[src/rtl/adc_rd_pkg.sv]
package adc_rd_pkg;

   typedef enum logic [2:0] {
      ST_INIT,
      ST_IDLE,
      ST_PULSE,
      ST_WAIT,
      ST_XFER
   } rd_state_e;

   localparam int NUM_RES = 4;

   // resolution code -> bit count (8, 10, 12, 14)
   function automatic int res_bits(input int code);
      return 8 + 2 * code;
   endfunction

   // alignment code -> shift base (12, 13, 15, 16)
   function automatic int align_base(input logic [1:0] code);
      case (code)
         2'd0:    return 12;
         2'd1:    return 13;
         2'd2:    return 15;
         default: return 16;
      endcase
   endfunction

   // round a nanosecond minimum up to whole clocks, at least one
   function automatic int ns_to_cycles(input int ns, input int clk_hz);
      longint prod;
      longint cyc;
      prod = longint'(ns) * longint'(clk_hz);
      cyc  = (prod + 64'd999_999_999) / 64'd1_000_000_000;
      if (cyc < 1) cyc = 1;
      return int'(cyc);
   endfunction

endpackage

[src/rtl/adc_rd_timer.sv]
module adc_rd_timer #(
   parameter int CNT_W = 8
) (
   input  logic             clk,
   input  logic             rst_n,
   input  logic             load,
   input  logic [CNT_W-1:0] load_val,
   output logic             expired
);

   logic [CNT_W-1:0] cnt_q;

   always_ff @(posedge clk or negedge rst_n) begin
      if (!rst_n)
         cnt_q <= '0;
      else if (load)
         cnt_q <= load_val;
      else if (cnt_q != '0)
         cnt_q <= cnt_q - 1'b1;
   end

   assign expired = (cnt_q == '0);

endmodule

[src/rtl/adc_rd_sclk_gen.sv]
module adc_rd_sclk_gen #(
   parameter int HALF = 2
) (
   input  logic clk,
   input  logic rst_n,
   input  logic run,
   output logic sclk,
   output logic rise_evt,
   output logic fall_evt
);

   localparam int PERIOD = 2 * HALF;
   localparam int PH_W   = (PERIOD > 2) ? $clog2(PERIOD) : 1;
   localparam logic [PH_W-1:0] PH_RISE = PH_W'(HALF - 1);
   localparam logic [PH_W-1:0] PH_LAST = PH_W'(PERIOD - 1);
   localparam logic [PH_W-1:0] PH_HIGH = PH_W'(HALF);

   logic [PH_W-1:0] ph_q;

   always_ff @(posedge clk or negedge rst_n) begin
      if (!rst_n)
         ph_q <= '0;
      else if (!run || ph_q == PH_LAST)
         ph_q <= '0;
      else
         ph_q <= ph_q + 1'b1;
   end

   assign sclk     = run && (ph_q >= PH_HIGH);
   assign rise_evt = run && (ph_q == PH_RISE);
   assign fall_evt = run && (ph_q == PH_LAST);

endmodule

[src/rtl/adc_rd_shifter.sv]
module adc_rd_shifter #(
   parameter int FRAME_W        = 16,
   parameter bit SAMPLE_ON_RISE = 1'b1,
   parameter int LEN_W          = 5
) (
   input  logic               clk,
   input  logic               rst_n,
   input  logic               run,
   input  logic               rise_evt,
   input  logic               fall_evt,
   input  logic               miso,
   input  logic [LEN_W-1:0]   len,
   output logic               done,
   output logic [FRAME_W-1:0] word
);

   logic [FRAME_W-1:0] sh_q;
   logic [FRAME_W-1:0] sh_d;
   logic [LEN_W-1:0]   per_q;
   logic               capture;

   generate
      if (SAMPLE_ON_RISE) begin : g_rise
         assign capture = rise_evt;
      end else begin : g_fall
         assign capture = fall_evt;
      end
   endgenerate

   always_comb begin
      sh_d = sh_q;
      if (capture)
         sh_d = {sh_q[FRAME_W-2:0], miso};
   end

   always_ff @(posedge clk or negedge rst_n) begin
      if (!rst_n) begin
         sh_q  <= '0;
         per_q <= '0;
      end else if (!run) begin
         sh_q  <= '0;
         per_q <= '0;
      end else begin
         sh_q <= sh_d;
         if (fall_evt)
            per_q <= per_q + 1'b1;
      end
   end

   assign done = run && fall_evt && (per_q == len - 1'b1);
   assign word = sh_d;

endmodule

[src/rtl/adc_rd_extract.sv]
module adc_rd_extract
   import adc_rd_pkg::*;
#(
   parameter int FRAME_W  = 16,
   parameter int SAMPLE_W = 14
) (
   input  logic [FRAME_W-1:0]  word,
   input  logic [1:0]          align_sel,
   input  logic [1:0]          res_sel,
   output logic [SAMPLE_W-1:0] value
);

   logic [SAMPLE_W-1:0] lane [NUM_RES];

   genvar r;
   generate
      for (r = 0; r < NUM_RES; r++) begin : g_res
         localparam int BITS = 8 + 2 * r;
         localparam logic [SAMPLE_W-1:0] MASK = SAMPLE_W'((64'd1 << BITS) - 64'd1);
         logic [4:0]         sh;
         logic [FRAME_W-1:0] moved;

         always_comb begin
            if (align_base(align_sel) > BITS)
               sh = 5'(align_base(align_sel) - BITS);
            else
               sh = '0;
         end

         assign moved   = word >> sh;
         assign lane[r] = SAMPLE_W'(moved) & MASK;
      end
   endgenerate

   assign value = lane[res_sel];

endmodule

[src/rtl/adc_sample_reader.sv]
module adc_sample_reader
   import adc_rd_pkg::*;
#(
   parameter int CLK_HZ         = 100_000_000,
   parameter int PULSE_NS       = 10,
   parameter int CONV_NS        = 650,
   parameter int SCLK_HALF      = 2,
   parameter bit SAMPLE_ON_RISE = 1'b1,
   parameter int FRAME_W        = 16,
   parameter int RESET_BITS     = 8,
   parameter int SAMPLE_W       = 14
) (
   input  logic                clk,
   input  logic                rst_n,
   input  logic                trig,
   input  logic                dev_rst_req,
   input  logic                cnv_en,
   input  logic [1:0]          align_sel,
   input  logic [1:0]          res_sel,
   input  logic                miso,
   output logic                sclk,
   output logic                cs_n,
   output logic                cnvst_n,
   output logic                busy,
   output logic                overrun,
   output logic                sample_valid,
   output logic [SAMPLE_W-1:0] sample
);

   localparam int PW_CYC   = ns_to_cycles(PULSE_NS, CLK_HZ);
   localparam int CONV_CYC = ns_to_cycles(CONV_NS, CLK_HZ);
   localparam int MAX_CYC  = (PW_CYC > CONV_CYC) ? PW_CYC : CONV_CYC;
   localparam int TMR_W    = $clog2(MAX_CYC + 1);
   localparam int LEN_W    = $clog2(FRAME_W + 1);
   localparam logic [TMR_W-1:0] PW_LOAD   = TMR_W'(PW_CYC - 1);
   localparam logic [TMR_W-1:0] CONV_LOAD = TMR_W'(CONV_CYC - 1);
   localparam logic [LEN_W-1:0] LEN_READ  = LEN_W'(FRAME_W);
   localparam logic [LEN_W-1:0] LEN_DUMMY = LEN_W'(RESET_BITS);

   initial begin : param_check
      assert (SCLK_HALF >= 1) else $error("SCLK_HALF must be at least 1");
      assert (FRAME_W >= 16) else $error("FRAME_W must hold the 16-bit frame");
      assert (SAMPLE_W >= 14) else $error("SAMPLE_W must hold 14 bits");
      assert (RESET_BITS >= 1 && RESET_BITS <= FRAME_W) else $error("RESET_BITS out of range");
      assert (CLK_HZ >= 1_000_000) else $error("CLK_HZ too small");
   end

   rd_state_e          state_q;
   logic               dummy_q;
   logic               armed_q;
   logic [1:0]         align_q;
   logic [1:0]         res_q;
   logic               ovr_q;
   logic               vld_q;
   logic [SAMPLE_W-1:0] smp_q;

   logic               tmr_load;
   logic [TMR_W-1:0]   tmr_val;
   logic               tmr_done;
   logic               run;
   logic               rise_evt;
   logic               fall_evt;
   logic               frame_done;
   logic [FRAME_W-1:0] frame_word;
   logic [SAMPLE_W-1:0] extracted;

   assign run = (state_q == ST_XFER);

   adc_rd_timer #(.CNT_W(TMR_W)) u_timer (
      .clk      (clk),
      .rst_n    (rst_n),
      .load     (tmr_load),
      .load_val (tmr_val),
      .expired  (tmr_done)
   );

   adc_rd_sclk_gen #(.HALF(SCLK_HALF)) u_sclk (
      .clk      (clk),
      .rst_n    (rst_n),
      .run      (run),
      .sclk     (sclk),
      .rise_evt (rise_evt),
      .fall_evt (fall_evt)
   );

   adc_rd_shifter #(
      .FRAME_W        (FRAME_W),
      .SAMPLE_ON_RISE (SAMPLE_ON_RISE),
      .LEN_W          (LEN_W)
   ) u_shift (
      .clk      (clk),
      .rst_n    (rst_n),
      .run      (run),
      .rise_evt (rise_evt),
      .fall_evt (fall_evt),
      .miso     (miso),
      .len      (dummy_q ? LEN_DUMMY : LEN_READ),
      .done     (frame_done),
      .word     (frame_word)
   );

   adc_rd_extract #(
      .FRAME_W  (FRAME_W),
      .SAMPLE_W (SAMPLE_W)
   ) u_extract (
      .word      (frame_word),
      .align_sel (align_q),
      .res_sel   (res_q),
      .value     (extracted)
   );

   // timer loads: pulse width on trigger, conversion wait on pulse end
   always_comb begin
      tmr_load = 1'b0;
      tmr_val  = PW_LOAD;
      if (state_q == ST_IDLE && trig && cnv_en) begin
         tmr_load = 1'b1;
         tmr_val  = PW_LOAD;
      end else if (state_q == ST_PULSE && tmr_done) begin
         tmr_load = 1'b1;
         tmr_val  = CONV_LOAD;
      end
   end

   always_ff @(posedge clk or negedge rst_n) begin
      if (!rst_n) begin
         state_q <= ST_INIT;
         dummy_q <= 1'b0;
         armed_q <= 1'b0;
         align_q <= '0;
         res_q   <= '0;
         ovr_q   <= 1'b0;
         vld_q   <= 1'b0;
         smp_q   <= '0;
      end else begin
         vld_q <= 1'b0;
         ovr_q <= trig && (state_q != ST_IDLE);
         case (state_q)
            ST_INIT: begin
               align_q <= align_sel;
               if (align_sel == 2'd3) begin
                  dummy_q <= 1'b1;
                  state_q <= ST_XFER;
               end else begin
                  state_q <= ST_IDLE;
               end
            end
            ST_IDLE: begin
               if (trig) begin
                  align_q <= align_sel;
                  res_q   <= res_sel;
                  dummy_q <= 1'b0;
                  state_q <= cnv_en ? ST_PULSE : ST_XFER;
               end else if (dev_rst_req) begin
                  dummy_q <= 1'b1;
                  state_q <= ST_XFER;
               end
            end
            ST_PULSE: begin
               if (tmr_done) begin
                  armed_q <= 1'b1;
                  state_q <= ST_WAIT;
               end
            end
            ST_WAIT: begin
               if (tmr_done)
                  state_q <= ST_XFER;
            end
            ST_XFER: begin
               if (frame_done) begin
                  state_q <= ST_IDLE;
                  if (!dummy_q) begin
                     vld_q <= 1'b1;
                     smp_q <= extracted;
                  end
               end
            end
            default: state_q <= ST_IDLE;
         endcase
      end
   end

   assign cs_n         = !run;
   assign cnvst_n      = armed_q && (state_q != ST_PULSE);
   assign busy         = (state_q != ST_IDLE);
   assign overrun      = ovr_q;
   assign sample_valid = vld_q;
   assign sample       = smp_q;

endmodule

[config.mk]
export PLATFORM = sky130hd
export DESIGN_NAME = adc_sample_reader
export DESIGN_NICKNAME = d
export VERILOG_FILES = /design/src/rtl/adc_rd_pkg.sv /design/src/rtl/adc_rd_timer.sv /design/src/rtl/adc_rd_sclk_gen.sv /design/src/rtl/adc_rd_shifter.sv /design/src/rtl/adc_rd_extract.sv /design/src/rtl/adc_sample_reader.sv
export SDC_FILE = /design/constraint.sdc
export NUM_CORES = 1
export LEC_CHECK = 0
export ABC_AREA = 1
export BUFFER_PORTS_ARGS = -buffer_cell sky130_fd_sc_hd__buf_2
export CAP_MARGIN = 20
export CORE_MARGIN = 2
export CORE_UTILIZATION = 45
export CTS_CLUSTER_DIAMETER = 200
export DETAILED_ROUTE_END_ITERATION = 16
export GPL_TIMING_DRIVEN = 0
export PLACE_DENSITY_LB_ADDON = 0.2
export SETUP_SLACK_MARGIN = 0.02
export SYNTH_ARGS = -nofsm -noshare
export SYNTH_HDL_FRONTEND = slang
export SYNTH_SLANG_ARGS = --single-unit
[constraint.sdc]
create_clock -name clk -period 5.4 [get_ports clk]
set_input_delay 1.08 -clock clk [delete_from_list [all_inputs] [get_ports clk]]
set_output_delay 1.08 -clock clk [all_outputs]
set_load 0.03 [all_outputs]
==> impl_metrics.py, run 1 <==
metrics = {
    "status": {
        "status": "completed",
    },
    "layout": {
        "drive_gt1_frac": 0.149,
        "n_antenna_cell": 0,
        "areaGrowthSynthToFinish_pct": 10.2,
        "stdcell_count": 816,
        "final_nets": 701,
    },
    "synth": {
        "netlist_instances": 645,
        "synth_cell_type_count": 42,
        "syn_nets": 664,
        "ys.flop_type": "dfrtp_1",
        "yosys_warnings": 0,
        "synth_top_area_frac": 0.311,
        "synth_edf_count": 0,
        "synth_most_common_cell": "nand3_1",
        "synthTopCellsByCount": "nand3_1 (175), nand2_1 (137), dfrtp_1 (55), nor2_1 (45), inv_1 (44)",
        "async_flop_share": 1.00,
        "synthesis.area_um2": 4420,
        "syn_avg_cell_area_um2": 6.85,
        "ys_top_cells_by_area": "dfrtp_1 (31%), nand3_1 (20%), nand2_1 (12%)",
        "yosysTopAreaCell": "dfrtp_1",
        "ys_seq_area_frac": 0.311,
        "ys_ff_latch": 55,
    },
    "cts": {
        "clkTransAtPathRegs_ns": 0.11,
        "clock_latency_ns": 0.33,
        "cts_hold_buf": 0,
        "cts_made_buffers": 5,
        "post_cts_buffers": 0,
        "ctsLongestPathBuffers": 2,
        "cts-resized-gates": 0,
        "clockRootBuffer": "clkbuf_8",
        "tritoncts": "yes",
        "numClockSinks": 55,
        "htree_levels": 2,
    },
    "placement": {
        "dpl.cell_count": 808,
        "place.gp.congestion": 0.971,
        "dpl.hpwl_um": 11300,
        "io_buffers": 29,
    },
    "worst_setup_path": {
        "cp-end-kind": "output port",
        "path_max_fanout": 10,
        "slowest_stage": "dfrtp_1",
        "crit_required_ns": 4.32,
        "cp-start-kind": "register",
        "cpPeakStageDelay_ns": 0.46,
        "worstSetupPathType": "reg -> out",
        "cp_cell_sequence": "nor2_4 > nand2_2 > clkbuf_1 > nor2_1 > buf_2",
        "cp.arrival_ns": 1.88,
    },
    "floorplanning": {
        "num_rows": 36,
        "start_util": 0.458,
        "die_w_um": 103,
        "die-area_um2": 10600,
        "die_h_um": 103,
        "io-pin-count": 30,
        "core_um2": 9640,
    },
    "grt": {
        "use_met3": 0.0495,
        "first_global_vias": 4445,
        "top_usage_layer": "met2",
        "grt_antenna_before_repair": 0,
        "overflow": 0,
        "gr-usage-met1": 0.409,
        "grt_pass1_wl_um": 23400,
        "grt_max_degree": 33,
        "grtUsageTotal": 0.288,
        "use_met2": 0.454,
    },
    "sta": {
        "max-slew-margin-rel": 0.556,
        "fmax_ghz": 0.338,
        "rsz0062_at_grt": "no",
        "tightest_slew_ns": 0.665,
        "setup_viol": 0,
        "finalCritPeriodShare": 0.547,
        "min_period_ns": 2.96,
        "hold_viol": 0,
        "finClkSkew_ns": 0.00871,
        "drv_slew": 0,
        "finalSetupTns_ns": 0,
    },
    "min_path": {
        "hp-class": "reg -> reg",
    },
    "detailed_routing": {
        "drc": 0,
        "ant_nets": 0,
        "drt-pass1-iter-count": 6,
        "routed_wl_um": 14400,
        "initialDrtViolationCount": 435,
        "via_per_inst": 5.76,
        "routed-via-count": 4704,
        "wl_per_cell_um": 17.7,
    },
    "pwr": {
        "p_total_mw": 3.19,
        "ir_worst_vdd_v": 0.000262,
        "powerDensity_nw_per_um2": 654,
        "p_leak_nw": 2.43,
    },
    "flow_run": {
        "drv_cap": 0,
    },
}
## cell families (layout without fill, tap and decap cells)
family                     count (synthesis)  after routing  share of synthesized area
AOI/OAI and AO/OA                         63             63                     0.0821
adders and majority gates                  9              9                     0.0255
buffers and inverters                     81            119                     0.0750
xor gates and xnor gates                   1              1                    0.00198
DFF                                       55             55                      0.311
and+or+nand+nor                          435            435                      0.501
muxes                                      1              1                    0.00255
## power by group
| part | leakage, nW | internal (mW) | switching (mW) |
|---|---|---|---|
| clock network | 0.0607 | 0.143 | 0.156 |
| registers | 0.732 | 0.474 | 0.0536 |
| logic | 1.64 | 0.727 | 1.63 |
| total | 2.43 | 1.34 | 1.84 |
## final timing paths
path,from,depth (start not counted),to,slack (ns)
setup / recovery,state_q[1],5,sclk,2.44
hold / removal,u_timer.cnt_q[5],1,u_timer.cnt_q[5],0.47
setup reg to reg,align_q[1],8,sample[2],2.85
min in group asynchronous,rst_n,1,sample[0],0.75
max in group asynchronous,rst_n,2,res_q[0],4.06
hold reg to reg,u_timer.cnt_q[5],1,u_timer.cnt_q[5],0.47
## per-stage QoR
stage | worst slack [ns] | area [um2] | hold slack, ns | utilization
final | 2.44 | 4870 | 0.474 | 0.505
after global routing | 2.29 | 4870 | 0.516 | 0.505
after CTS | 2.43 | 4870 | 0.474 | 0.505
after detailed placement | 2.81 | 4750 | 0.452 | 0.493
after global placement | 2.81 | 4730 | 0.454 | 0.491
after floorplan | 2.74 | 4420 | 0.434 | -
## cell type report
type	count	area [um2]
fillers	1045	4770
plain buffers	33	151
repair buffers	30	165
clock buffers	5	68.8
clock inverters	3	50.0
inverters	48	180
multi-input cells	509	2710
flip-flops and latches	55	1380
well taps	133	166
## flip-flops by register name, summed over array words and instances (netlist names)
| signal | count |
|---|---|
| dummy_q | 1 |
| u_shift.per_q | 5 |
| u_sclk.ph_q | 2 |
| state_q | 3 |
| u_timer.cnt_q | 7 |
| u_shift.sh_q | 16 |
| sample | 14 |
| res_q | 2 |
| armed_q | 1 |
| overrun | 1 |
| align_q | 2 |
| sample_valid | 1 |
## critical path: cells and delay by family, from the launching register on
| family | cells | cell delay [ns] |
|---|---|---|
| buf+inv | 2 | 0.48 |
| flops | 1 | 0.46 |
| simple gates | 3 | 0.62 |
## layer usage
layer  vias up  wire [um]
met5         -          0
met4         0        309
met3        17        975
met2       179       6440
met1      2223       6690
li1       2285          -
## placed cells by master (no fill, tap or decap), drive strengths merged, types with 6 or more instances in the layout
master | netlist | final
o211ai | 8 | 8
nor2 | 47 | 47
a21oi | 22 | 22
nor3 | 6 | 6
nand3 | 202 | 202
dfrtp | 55 | 55
o21ai | 26 | 26
nand4 | 18 | 18
clkbuf | 15 | 20
and2 | 7 | 7
nand2 | 147 | 147
inv | 46 | 48
ha | 9 | 9
buf | 18 | 48
Power figures use the tool's default switching activity.
==> inputs of run 2 (changes only) <==
- clock period: 5.4 -> 2.5 ns (I/O delays scaled with it)
==> impl_metrics.py, run 2 (synthesis results as in run 1) <==
metrics = {
    "layout": {
        "regMostFlops": "u_shift.sh_q",
        "drive_gt1_frac": 0.169,
        "stdcell_count": 820,
        "final_cell_mix": "nand3_1 (174), nand2_1 (137), dfrtp_1 (55)",
        "final_common_cell": "nand3_1",
        "final_nets": 705,
        "areaGrowthSynthToFinish_pct": 11.5,
        "n_antenna_cell": 0,
        "largest_register_ffs": 16,
    },
    "pwr": {
        "ir_worst_vdd_v": 0.000554,
        "powerDensity_nw_per_um2": 1430,
        "p_leak_nw": 2.47,
        "p_total_mw": 7.03,
    },
    "placement": {
        "dpl.hpwl_um": 11300,
        "place.gp.congestion": 0.971,
        "io_buffers": 29,
        "dpl.cell_count": 808,
    },
    "sta": {
        "fmax_ghz": 0.428,
        "min_period_ns": 2.34,
        "hold_viol": 0,
        "max-slew-margin-rel": 0.567,
        "setup_viol": 0,
        "tightest_slew_ns": 0.650,
        "rsz0062_at_grt": "no",
        "finClkSkew_ns": 0.0107,
        "drv_slew": 0,
        "finalCritPeriodShare": 0.935,
    },
    "worst_setup_path": {
        "cpPeakStageDelay_ns": 0.48,
        "slowest_stage": "nor2_1",
        "cp-end-kind": "register",
        "crit_family": "simple AND/OR/NAND/NOR gates",
        "worstSetupPathType": "reg -> reg",
        "path_max_fanout": 10,
        "critPathLaunch": "align_q[1]",
        "r2r-start": "align_q[1]",
        "cp_num_buf_inv": 1,
        "cp-start-kind": "register",
        "cp.arrival_ns": 2.62,
        "cp_cell_sequence": "ha_1 > ha_1 > nor2_1 > clkbuf_2 > nand3_1 > nand2_1 > a22oi_1 > nand2_1",
        "crit_required_ns": 2.78,
    },
    "grt": {
        "grt_max_degree": 33,
        "grtUsageTotal": 0.288,
        "overflow": 0,
        "grt_antenna_before_repair": 0,
        "first_global_vias": 4445,
        "grt_pass1_wl_um": 23400,
    },
    "cts": {
        "clock_latency_ns": 0.33,
        "htree_levels": 2,
        "clkTransAtPathRegs_ns": 0.12,
        "numClockSinks": 55,
        "tritoncts": "yes",
        "cts_hold_buf": 0,
        "clockRootBuffer": "clkbuf_8",
        "cts_made_buffers": 5,
        "ctsLongestPathBuffers": 2,
    },
    "detailed_routing": {
        "routed_wl_um": 14600,
        "initialDrtViolationCount": 417,
        "drc": 0,
        "ant_nets": 0,
        "via_per_inst": 5.76,
        "drt-pass1-iter-count": 5,
        "routed-via-count": 4726,
        "wl_per_cell_um": 17.8,
    },
    "floorplanning": {
        "die-area_um2": 10600,
        "core_um2": 9640,
        "start_util": 0.458,
        "die_h_um": 103,
        "io-pin-count": 30,
        "num_rows": 36,
        "die_w_um": 103,
    },
    "flow_run": {
        "drv_cap": 0,
    },
    "min_path": {
        "hp-class": "in -> async",
    },
    "status": {
        "status": "completed",
    },
}
[run 2: cell types whose count changed in the layout (fill, tap and decap cells not counted), moves of 2 or more]
cell	before	now
clkbuf_4	0	2
buf_4	0	4
clkbuf_2	0	5
clkbuf_1	15	12
buf_1	6	3
clkinvlp_4	0	2
[run 2: cell type report]
cell class                      instances  area (um2)
Fill cell                            1041        4710
Multi-Input combinational cell        509        2720
Sequential cell                        55        1380
Timing Repair Buffer                   34         195
Inverter                               48         188
Tap cell                              133         166
Buffer                                 33         164
Clock buffer                            5        68.8
Clock inverter                          3        50.0
[run 2: timing repair]
| action | 4_1_cts | 5_1_grt |
|---|---|---|
| endpoints found under the setup margin | 3 | 13 |
| setup buffers | 0 | 4 |
| pin swaps | 0 | 4 |
| cloned | 0 | 0 |
| resized for setup | 2 | 12 |
[run 2: worst register-to-register path, delay by kind of cell (launching register included)]
kind / cells / cell delay (ns)
fa+ha+maj: 2 / 0.58
buf+inv: 1 / 0.40
simple gates: 4 / 0.82
flops: 1 / 0.43
compound gates: 1 / 0.08
[run 2: path summary, 6_finish.rpt]
check | endpoint | slack, ns | cells after the start
max in group asynchronous | res_q[0] | 1.75 | 2
min in group clk | res_q[1] | 0.40 | 3
hold reg to reg | u_timer.cnt_q[5] | 0.47 | 1
setup reg to reg | sample[2] | 0.16 | 8
hold / removal | sample[0] | 0.17 | 1
setup / recovery | sample[2] | 0.16 | 8
[run 2: routing by layer]
metal / track usage / routed length [um]
met1: 0.409 / 6860
met2: 0.454 / 6540
met3: 0.0495 / 931
met4: 0.0779 / 288
met5: 0 / 0
[run 2: through the flow]
step | TNS, ns | hold slack [ns] | instance area, um2 | util | worst slack [ns]
3_5_place_dp | 0 | 0.452 | 4750 | 0.493 | 0.0215
2_1_floorplan | 0 | 0.204 | 4420 | - | 0.418
4_1_cts | 0 | 0.192 | 4870 | 0.505 | 0.0986
3_3_place_gp | -0.00920 | 0.454 | 4730 | 0.491 | -0.00920
5_1_grt | 0 | 0.216 | 4930 | 0.511 | 0.0199
6_report | 0 | 0.166 | 4930 | 0.511 | 0.163
[run 2: power breakdown]
part	internal, mW	leakage, nW	total (mW)	switching (mW)
Combinational	1.66	1.67	5.24	3.58
Clock	0.310	0.0607	0.649	0.340
Sequential	1.02	0.732	1.14	0.116
==> inputs of run 3 (changes only) <==
--- a/config.mk
+++ b/config.mk
@@ -17,2 +17,3 @@
 export SETUP_SLACK_MARGIN = 0.02
+export SLEW_MARGIN = 30
 export SYNTH_ARGS = -nofsm -noshare
==> constraint.sdc (replaced) <==
create_clock -name clk -period 2.5 [get_ports clk]
set_input_delay 0.375 -clock clk [delete_from_list [all_inputs] [get_ports clk]]
set_output_delay 0.375 -clock clk [all_outputs]
set_load 0.03 [all_outputs]
==> impl_metrics.py, run 3 (synthesis results as in run 1) <==
metrics = {
    "cts": {
        "clockRootBuffer": "clkbuf_8",
        "cts_hold_buf": 0,
        "cts_made_buffers": 5,
        "clkTransAtPathRegs_ns": 0.11,
        "htree_levels": 2,
        "numClockSinks": 55,
        "clock_latency_ns": 0.33,
        "tritoncts": "yes",
        "ctsLongestPathBuffers": 2,
    },
    "grt": {
        "overflow": 0,
        "first_global_vias": 4418,
        "grt_antenna_before_repair": 0,
        "grt_max_degree": 56,
        "grt_pass1_wl_um": 23400,
        "grtUsageTotal": 0.290,
    },
    "layout": {
        "final_cell_area_um2": 4890,
        "final_cell_mix": "nand3_1 (174), nand2_1 (137), dfrtp_1 (55)",
        "final_nets": 702,
        "n_antenna_cell": 0,
        "final_common_cell": "nand3_1",
        "regMostFlops": "u_shift.sh_q",
        "nFillCells": 1030,
        "areaGrowthSynthToFinish_pct": 10.8,
        "drive_gt1_frac": 0.164,
        "largest_register_ffs": 16,
        "stdcell_count": 817,
        "utilization": 0.508,
    },
    "worst_setup_path": {
        "slowest_stage": "buf_1",
        "worstSetupPathType": "reg -> reg",
        "r2r-start": "align_q[1]",
        "cp-start-kind": "register",
        "cp.arrival_ns": 2.56,
        "crit_required_ns": 2.73,
        "crit_family": "buffers and inverters",
        "cp_num_buf_inv": 2,
        "cpPeakStageDelay_ns": 0.50,
        "cp_cell_sequence": "ha_1 > buf_1 > clkbuf_1 > nand3_1 > nand3_1 > nand2_1 > a22oi_1 > nand2_1",
        "cp-end-kind": "register",
        "critPathLaunch": "align_q[1]",
        "path_max_fanout": 10,
    },
    "sta": {
        "rsz0062_at_grt": "yes",
        "finalCritPeriodShare": 0.932,
        "post-route-worst-setup-slack_ns": 0.170,
        "finalSetupTns_ns": 0,
        "setup_viol": 0,
        "finClkSkew_ns": 0.00797,
        "tightest_slew_ns": 0.709,
        "hold_viol": 0,
        "min_period_ns": 2.33,
        "fmax_ghz": 0.429,
        "holdWs_ns": 0.0815,
        "drv_slew": 0,
        "max-slew-margin-rel": 0.527,
    },
    "placement": {
        "place.gp.congestion": 0.971,
        "pre_cts_ws_ns": 0.00750,
        "dpl.hpwl_um": 11100,
        "placed_area_um2": 4730,
        "dpl.cell_count": 807,
        "io_buffers": 29,
    },
    "floorplanning": {
        "start_util": 0.458,
        "core_um2": 9640,
        "die-area_um2": 10600,
        "die_h_um": 103,
        "num_rows": 36,
        "die_w_um": 103,
        "io-pin-count": 30,
    },
    "detailed_routing": {
        "via_per_inst": 5.85,
        "wl_per_cell_um": 17.7,
        "routed_wl_um": 14500,
        "routed-via-count": 4780,
        "initialDrtViolationCount": 453,
        "ant_nets": 0,
        "drt-pass1-iter-count": 6,
        "drc": 0,
    },
    "status": {
        "status": "completed",
    },
    "flow_run": {
        "drv_cap": 0,
    },
    "pwr": {
        "ir_worst_vdd_v": 0.000596,
        "powerDensity_nw_per_um2": 1420,
        "p_total_mw": 6.96,
        "p_leak_nw": 2.44,
    },
    "min_path": {
        "hp-class": "in -> async",
    },
}
-- run 3: changes by cell type in the layout (fill, tap and decap cells not counted), sizes merged --
cell and delta:
clkbuf -3
-- run 3: worst reg2reg max path, cell delays in order, from the launching register on --
cell	delay, ns
dfrtp_1	0.40
ha_1	0.25
buf_1	0.50
clkbuf_1	0.50
nand3_1	0.17
nand3_1	0.09
nand2_1	0.09
a22oi_1	0.14
nand2_1	0.07
-- run 3: area by class of cell --
type | count | area [um2] | share of cell area
multi-input cells | 509 | 2720 | 0.556
flip-flops and latches | 55 | 1380 | 0.281
inverters | 48 | 188 | 0.0383
well taps | 133 | 166 | 0.0340
repair buffers | 31 | 163 | 0.0332
plain buffers | 33 | 161 | 0.0330
clock buffers | 5 | 68.8 | 0.0141
clock inverters | 3 | 50.0 | 0.0102
-- run 3: worst paths after layout --
check                                       end  slack [ns]  depth (start not counted)
max in group asynchronous            sample[12]        1.95                          1
worst min-delay path            u_shift.sh_q[3]        0.08                          1
worst min register to register        sample[8]        0.49                          2
worst max register to register        sample[2]        0.17                          8
worst max-delay path                  sample[2]        0.17                          8
min in group clk                       res_q[0]        0.27                          3
-- run 3: power by group --
group	switching (mW)	internal, mW	total [mW]
Combinational	3.55	1.62	5.17
Clock	0.341	0.310	0.650
Sequential	0.115	1.02	1.14
-- run 3: layer usage --
metal | global-route usage | part of all wire | vias to the layer above
met5 | 0 | 0 | -
met3 | 0.0447 | 0.084 | 29
met1 | 0.420 | 0.45 | 2239
met4 | 0.0870 | 0.025 | 0
li1 | - | - | 2288
met2 | 0.449 | 0.44 | 224
-- run 3: timing repair --
| action | 4_1_cts | 5_1_grt |
|---|---|---|
| setup buffers | 0 | 2 |
| gates resized for setup | 2 | 12 |
| endpoints found under the setup margin | 5 | 12 |
| pin swaps | 0 | 2 |
